[src/rtl/adc_sar_pkg.sv]
package adc_sar_pkg;

    typedef enum logic {
        SEQ_IDLE = 1'b0,
        SEQ_CONV = 1'b1
    } seq_state_e;

    // Width of a down-counter range 0..n-1, never below one bit
    function automatic int cnt_width(input int n);
        return (n > 1) ? $clog2(n) : 1;
    endfunction

endpackage

[src/rtl/adc_chan_decode.sv]
module adc_chan_decode #(
    parameter int SEL_W  = 3,
    parameter int NUM_CH = 6
) (
    input  logic [SEL_W-1:0]  code_i,
    output logic              valid_o,
    output logic [NUM_CH-1:0] onehot_o
);
    assign valid_o = (int'(code_i) < NUM_CH);

    for (genvar k = 0; k < NUM_CH; k++) begin : g_sel
        assign onehot_o[k] = (int'(code_i) == k);
    end
endmodule

[src/rtl/adc_settle_timer.sv]
module adc_settle_timer
    import adc_sar_pkg::*;
#(
    parameter int SETTLE_CYC = 3
) (
    input  logic clk,
    input  logic rst,
    input  logic run_i,
    output logic expire_o
);
    localparam int CNT_W = cnt_width(SETTLE_CYC);
    localparam logic [CNT_W-1:0] LAST = CNT_W'(SETTLE_CYC - 1);

    logic [CNT_W-1:0] cnt_q;

    assign expire_o = run_i && (cnt_q == LAST);

    always_ff @(posedge clk) begin
        if (rst || !run_i || expire_o) begin
            cnt_q <= '0;
        end else begin
            cnt_q <= cnt_q + 1'b1;
        end
    end

    // counter never exceeds the settling window
    a_r3_window_bound: assert property (@(posedge clk) disable iff (rst)
        run_i |-> (cnt_q <= LAST));
endmodule

[src/rtl/adc_sar_ctrl.sv]
module adc_sar_ctrl
    import adc_sar_pkg::*;
#(
    parameter int RES_BITS = 4,
    parameter int NUM_CH   = 6
) (
    input  logic                clk,
    input  logic                rst,
    input  logic                start_i,
    input  logic                chan_ok_i,
    input  logic [NUM_CH-1:0]   chan_hot_i,
    input  logic                cmp_i,
    input  logic                expire_i,
    input  logic                ref_we_i,
    input  logic [RES_BITS-1:0] ref_wdata_i,
    output logic [RES_BITS-1:0] ref_code_o,
    output logic [NUM_CH-1:0]   chan_sel_o,
    output logic                busy_o,
    output logic                done_o,
    output logic [RES_BITS-1:0] result_o,
    output logic                err_o
);
    localparam int IDX_W = cnt_width(RES_BITS);
    localparam logic [RES_BITS-1:0] FIRST_CODE = RES_BITS'(1) << (RES_BITS - 1);
    localparam logic [IDX_W-1:0]    TOP_IDX    = IDX_W'(RES_BITS - 1);

    seq_state_e          state_q;
    logic [RES_BITS-1:0] trial_q;
    logic [IDX_W-1:0]    idx_q;
    logic [NUM_CH-1:0]   sel_q;
    logic [RES_BITS-1:0] result_q;
    logic                done_q;
    logic                err_q;

    logic                busy;
    logic                last_step;
    logic [RES_BITS-1:0] decided;

    assign busy      = (state_q == SEQ_CONV);
    assign last_step = (idx_q == '0);

    always_comb begin
        decided        = trial_q;
        decided[idx_q] = cmp_i;
        if (!last_step) begin
            decided[idx_q - 1'b1] = 1'b1;
        end
    end

    always_ff @(posedge clk) begin
        if (rst) begin
            state_q  <= SEQ_IDLE;
            trial_q  <= '0;
            idx_q    <= '0;
            sel_q    <= '0;
            result_q <= '0;
            done_q   <= 1'b0;
            err_q    <= 1'b0;
        end else begin
            done_q <= 1'b0;
            unique case (state_q)
                SEQ_IDLE: begin
                    if (start_i) begin
                        if (chan_ok_i) begin
                            state_q <= SEQ_CONV;
                            trial_q <= FIRST_CODE;
                            idx_q   <= TOP_IDX;
                            sel_q   <= chan_hot_i;
                            err_q   <= 1'b0;
                        end else begin
                            err_q <= 1'b1;
                        end
                    end else if (ref_we_i) begin
                        trial_q <= ref_wdata_i;
                    end
                end
                SEQ_CONV: begin
                    if (expire_i) begin
                        trial_q <= decided;
                        if (last_step) begin
                            result_q <= decided;
                            done_q   <= 1'b1;
                            state_q  <= SEQ_IDLE;
                            sel_q    <= '0;
                        end else begin
                            idx_q <= idx_q - 1'b1;
                        end
                    end
                end
                default: state_q <= SEQ_IDLE;
            endcase
        end
    end

    assign ref_code_o = trial_q;
    assign chan_sel_o = sel_q;
    assign busy_o     = busy;
    assign done_o     = done_q;
    assign result_o   = result_q;
    assign err_o      = err_q;

    // valid start from idle loads the first trial code
    a_r2_first_code: assert property (@(posedge clk) disable iff (rst)
        (!busy && start_i && chan_ok_i) |=> (busy && trial_q == FIRST_CODE));

    // reference stays put inside a settling window
    a_r3_ref_steady: assert property (@(posedge clk) disable iff (rst)
        (busy && !expire_i) |=> $stable(trial_q));

    // decided bit follows comparator, next lower bit raised
    a_r4_bit_decision: assert property (@(posedge clk) disable iff (rst)
        (busy && expire_i && !last_step) |=>
            (trial_q[$past(idx_q)] == $past(cmp_i)) && trial_q[$past(idx_q) - 1'b1]);

    // done is a single-cycle strobe and ends the conversion
    a_r5_done_pulse: assert property (@(posedge clk) disable iff (rst)
        done_q |=> !done_q);
    a_r5_done_idle: assert property (@(posedge clk) disable iff (rst)
        done_q |-> !busy);

    // select vector one-hot when busy, clear when idle
    a_r6_sel_busy: assert property (@(posedge clk) disable iff (rst)
        busy |-> $onehot(sel_q));
    a_r6_sel_idle: assert property (@(posedge clk) disable iff (rst)
        !busy |-> (sel_q == '0));

    // unused channel code flags error and stays idle
    a_r7_bad_chan: assert property (@(posedge clk) disable iff (rst)
        (!busy && start_i && !chan_ok_i) |=> (err_q && !busy));

    // channel held through the conversion
    a_r8_chan_hold: assert property (@(posedge clk) disable iff (rst)
        (busy && !(expire_i && last_step)) |=> $stable(sel_q));

    // direct write while idle lands in the reference code
    a_r9_direct_write: assert property (@(posedge clk) disable iff (rst)
        (!busy && ref_we_i && !start_i) |=> (trial_q == $past(ref_wdata_i)));

    // valid start clears the error flag
    a_r10_err_clear: assert property (@(posedge clk) disable iff (rst)
        (!busy && start_i && chan_ok_i) |=> !err_q);
endmodule

[src/rtl/sar_adc_seq.sv]
module sar_adc_seq
    import adc_sar_pkg::*;
#(
    parameter int RES_BITS   = 4,
    parameter int NUM_CH     = 6,
    parameter int SEL_W      = 3,
    parameter int SETTLE_CYC = 3
) (
    input  logic                clk,
    input  logic                rst,
    input  logic                start_i,
    input  logic [SEL_W-1:0]    chan_i,
    input  logic                cmp_i,
    input  logic                ref_we_i,
    input  logic [RES_BITS-1:0] ref_wdata_i,
    output logic [RES_BITS-1:0] ref_code_o,
    output logic [NUM_CH-1:0]   chan_sel_o,
    output logic                busy_o,
    output logic                done_o,
    output logic [RES_BITS-1:0] result_o,
    output logic                err_o
);
    logic              chan_ok;
    logic [NUM_CH-1:0] chan_hot;
    logic              expire;
    logic              busy;

    adc_chan_decode #(.SEL_W(SEL_W), .NUM_CH(NUM_CH)) u_decode (
        .code_i   (chan_i),
        .valid_o  (chan_ok),
        .onehot_o (chan_hot)
    );

    adc_settle_timer #(.SETTLE_CYC(SETTLE_CYC)) u_timer (
        .clk      (clk),
        .rst      (rst),
        .run_i    (busy),
        .expire_o (expire)
    );

    adc_sar_ctrl #(.RES_BITS(RES_BITS), .NUM_CH(NUM_CH)) u_ctrl (
        .clk         (clk),
        .rst         (rst),
        .start_i     (start_i),
        .chan_ok_i   (chan_ok),
        .chan_hot_i  (chan_hot),
        .cmp_i       (cmp_i),
        .expire_i    (expire),
        .ref_we_i    (ref_we_i),
        .ref_wdata_i (ref_wdata_i),
        .ref_code_o  (ref_code_o),
        .chan_sel_o  (chan_sel_o),
        .busy_o      (busy),
        .done_o      (done_o),
        .result_o    (result_o),
        .err_o       (err_o)
    );

    assign busy_o = busy;
endmodule

[config.mk]
export PLATFORM = sky130hd
export DESIGN_NAME = sar_adc_seq
export DESIGN_NICKNAME = d
export VERILOG_FILES = /design/src/rtl/adc_sar_pkg.sv /design/src/rtl/adc_chan_decode.sv /design/src/rtl/adc_settle_timer.sv /design/src/rtl/adc_sar_ctrl.sv /design/src/rtl/sar_adc_seq.sv
export SDC_FILE = /design/constraint.sdc
export NUM_CORES = 1
export LEC_CHECK = 0
export BUFFER_PORTS_ARGS = -buffer_cell sky130_fd_sc_hd__buf_2
export CORE_MARGIN = 2
export CORE_UTILIZATION = 45
export CTS_CLUSTER_SIZE = 20
export DETAILED_ROUTE_END_ITERATION = 16
export HOLD_SLACK_MARGIN = 0.12
export PLACE_DENSITY = 0.78
export SETUP_SLACK_MARGIN = 0.05
export SYNTH_ARGS = -nofsm -noshare
export SYNTH_HDL_FRONTEND = slang
export SYNTH_SLANG_ARGS = --single-unit
[constraint.sdc]
create_clock -name clk -period 1.65 [get_ports clk]
set_clock_uncertainty 0.05 [all_clocks]
set_input_delay 0.165 -clock clk [delete_from_list [all_inputs] [get_ports clk]]
set_output_delay 0.165 -clock clk [all_outputs]
set_load 0.1 [all_outputs]
==> results.py <==
metrics = {
    "outcome": {
        "status": "complete, no violations",
    },
    "synth": {
        "ys_seq_area_share_pct": 39.95,
        "avgSynthCellArea_um2": 9.150,
        "synth_seq_cells": 21,
        "syn-num-nets": 133,
        "synth_area_um2": 1052,
        "ys_types": 32,
        "ys_warn_count": 0,
        "syn_inst": 115,
    },
    "cells_and_area": {
        "antenna_cells": 0,
        "drive_gt1_share_pct": 33.79,
        "multi_input_area_um2": 606.8,
        "syn_to_final_growth_pct": 22.12,
        "final_cell_area_um2": 1285,
        "regArea_um2": 429.2,
        "nFillCells": 197,
        "fin_nets": 164,
    },
    "floorplan": {
        "start_util_pct": 47.57,
        "die-area_um2": 2741,
        "die_h_um": 52.36,
        "rows": 17,
        "core_region_area_um2": 2212,
        "fp.dieW_um": 52.36,
        "ios": 29,
    },
    "timing": {
        "tns_ns": 0,
        "rsz0062_at_grt": "yes",
        "slew_headroom_pct": 67.69,
        "setup_viol": 0,
        "drv_slew": 0,
        "period_share_pct": 92.92,
        "period_needed_ns": 1.533,
        "hold_viol_final": 0,
        "worstMarginPinSlew_ns": 0.4880,
        "clock.fmax_ghz": 0.6523,
    },
    "global_route": {
        "grt_usage_pct": 16.98,
        "antenna_found_initial": 0,
        "grt_pass1_vias": 816,
        "grt_pass1_wl_mm": 3.525,
        "overflow": 0,
        "grt_max_degree": 24,
    },
    "clocking": {
        "h-tree-depth": 1,
        "path_clk_slew_ns": 0.12,
        "cts_root_buf": "clkbuf_4",
        "clk_path_buf_depth": 2,
        "cts_tree": "yes",
        "clock_sinks": 21,
        "postCtsSetupBuffers": 0,
        "clock_latency_ns": 0.29,
        "cts_made_buffers": 3,
    },
    "drt": {
        "ant_nets": 0,
        "viasPerCell": 5.162,
        "drt_pre_antenna_iters": 4,
        "post_drt_wl_per_cell_um": 12.71,
        "drtIter0Drc": 22,
        "wl_mm": 2.199,
        "drc": 0,
        "via_count": 893,
    },
    "pwr": {
        "p_seq_share_pct": 49.5,
        "powerDensity_nw_per_um2": 873.5,
        "internal-power_uw": 721.5,
        "p_clk_share_pct": 21.7,
        "combPwrFrac_pct": 28.8,
        "power_leakage_uw": 0.0005540,
        "peakVddDrop_mv": 0.6056,
        "power_switching_uw": 401.0,
        "swShare_pct": 35.72,
    },
    "critical_path": {
        "crit_path_max_fanout": 4,
        "end_kind": "flop",
        "cp-start-kind": "flop",
        "path_class": "reg2reg",
        "crit_required_ns": 1.81,
        "worstPathArrival_ns": 1.70,
    },
    "place": {
        "dp_hpwl_mm": 1.611,
        "dpl_cell_area_um2": 1220,
        "gp_congestion": 0.8313,
        "port_buffers": 28,
    },
    "worst_hold_path": {
        "hold_path_class": "in2reg",
    },
    "flow_run": {
        "max_cap_violations": 0,
    },
}
layout make-up:
| type | instances | area share, % |
|---|---|---|
| Clock buffer | 4 | 2.045 |
| Inverter | 6 | 1.753 |
| Multi-Input combinational cell | 83 | 47.23 |
| Sequential cell | 21 | 33.40 |
| Tap cell | 28 | 2.726 |
| Timing Repair Buffer | 31 | 12.85 |
routing by layer:
metal	track usage [%]	part of all wire, %
met1	22.82	47
met4	8.974	1.2
met3	2.000	2.0
met2	26.46	50
met5	0	0
cells in the mapped netlist, drive strengths merged:
cell    count  share of area, %
a211oi      3               2.1
a21oi       4               1.9
a221oi      2               1.7
a31o        1              0.83
and3        3               2.4
buf         2               1.8
clkbuf      3               1.1
dfxtp      21                40
ha          6               7.1
inv         6               2.1
mux2        1               1.4
mux2i      12                11
nand2       8               3.1
nand2b      6               3.6
nand3       1              0.48
nor2       15               5.4
nor2b       1              0.59
nor3        8               3.8
nor3b       1              0.71
nor4b       1              0.83
o211ai      1              0.71
o21ai       2              0.95
o22ai       2               1.2
o311ai      1              0.83
o31a        1              0.83
o31ai       1               2.0
or3         2               1.2
kinds of logic after synthesis:
kind of cell               synth area share, %
adders and majority gates                7.134
buffers and inverters                    4.994
DFF                                      39.95
and+or+nand+nor                          22.00
muxes                                    12.84
AOI/OAI and AO/OA                        13.08
registers in the layout, summed over array words and instances, names as in the netlist:
register	flops
u_ctrl.ref_code_o	4
u_ctrl.done_o	1
u_timer.cnt_q	2
u_ctrl.err_o	1
u_ctrl.result_o	4
u_ctrl.chan_sel_o	6
u_ctrl.idx_q	2
u_ctrl.busy_o	1
timing repair:
action | in CTS | in global routing
cloned | 0 | 0
endpoints found under the hold margin | 3 | 0
gates resized for setup | 1 | 6
pin swaps | 0 | 1
setup endpoints to repair | 1 | 4
hold buffers | 1 | 0
cell usage in the layout (no fill, tap or decap), drive strengths merged:
cell type	n
o211ai	1
ha	6
a221oi	2
mux2	1
clkbuf	4
a21oi	4
nand2b	6
buf	30
nand2	8
o22ai	2
o31ai	1
nor4b	1
or3	2
nor2	15
nand3	1
and3	3
o311ai	1
a31o	1
o31a	1
inv	6
nor3b	1
nor2b	1
a211oi	3
nor3	8
dfxtp	21
o21ai	2
dlygate4sd3	1
mux2i	12
power groups by stage:
| stage | logic, uW | clock network (uW) | registers [uW] |
|---|---|---|---|
| after floorplan | 128 | 0 | 679 |
| after global placement | 301 | 0 | 564 |
| after detailed placement | 305 | 0 | 565 |
| after CTS | 307 | 251 | 554 |
| after global routing | 343 | 272 | 559 |
| final | 323 | 243 | 556 |
critical path: stages (launching register included):
cell      delay (ns)
dfxtp_1         0.35
inv_1           0.05
ha_1            0.23
nand2_1         0.20
o31a_1          0.30
a221oi_2        0.06
nor3_1          0.21
through the flow:
step                      hold WS (ns)  total power [uW]  worst slack (ns)  cells  utilization, %
after floorplan                 0.2571             806.8           0.07558    115               -
after detailed placement        0.3637             869.9           0.03033    168           55.15
after global routing            0.1374              1174          0.006336    173           58.09
after global placement          0.3510             865.9           0.08467    168           55.15
after CTS                       0.1216              1112           0.06127    173           56.84
final                           0.1259              1122            0.1169    173           58.09
worst paths after layout:
check                                      end  cells past startpoint  slack, ns                         from
max reg2reg  u_ctrl.ref_code_o[1]$_SDFFE_PP0P_                      6       0.12  u_timer.cnt_q[0]$_SDFF_PP0_
min          u_ctrl.chan_sel_o[4]$_SDFFE_PP0P_                      3       0.13                    chan_i[2]
max          u_ctrl.ref_code_o[1]$_SDFFE_PP0P_                      6       0.12  u_timer.cnt_q[0]$_SDFF_PP0_
min reg2reg        u_timer.cnt_q[0]$_SDFF_PP0_                      1       0.38  u_timer.cnt_q[0]$_SDFF_PP0_
No activity file was read; power rests on OpenSTA's default activity.
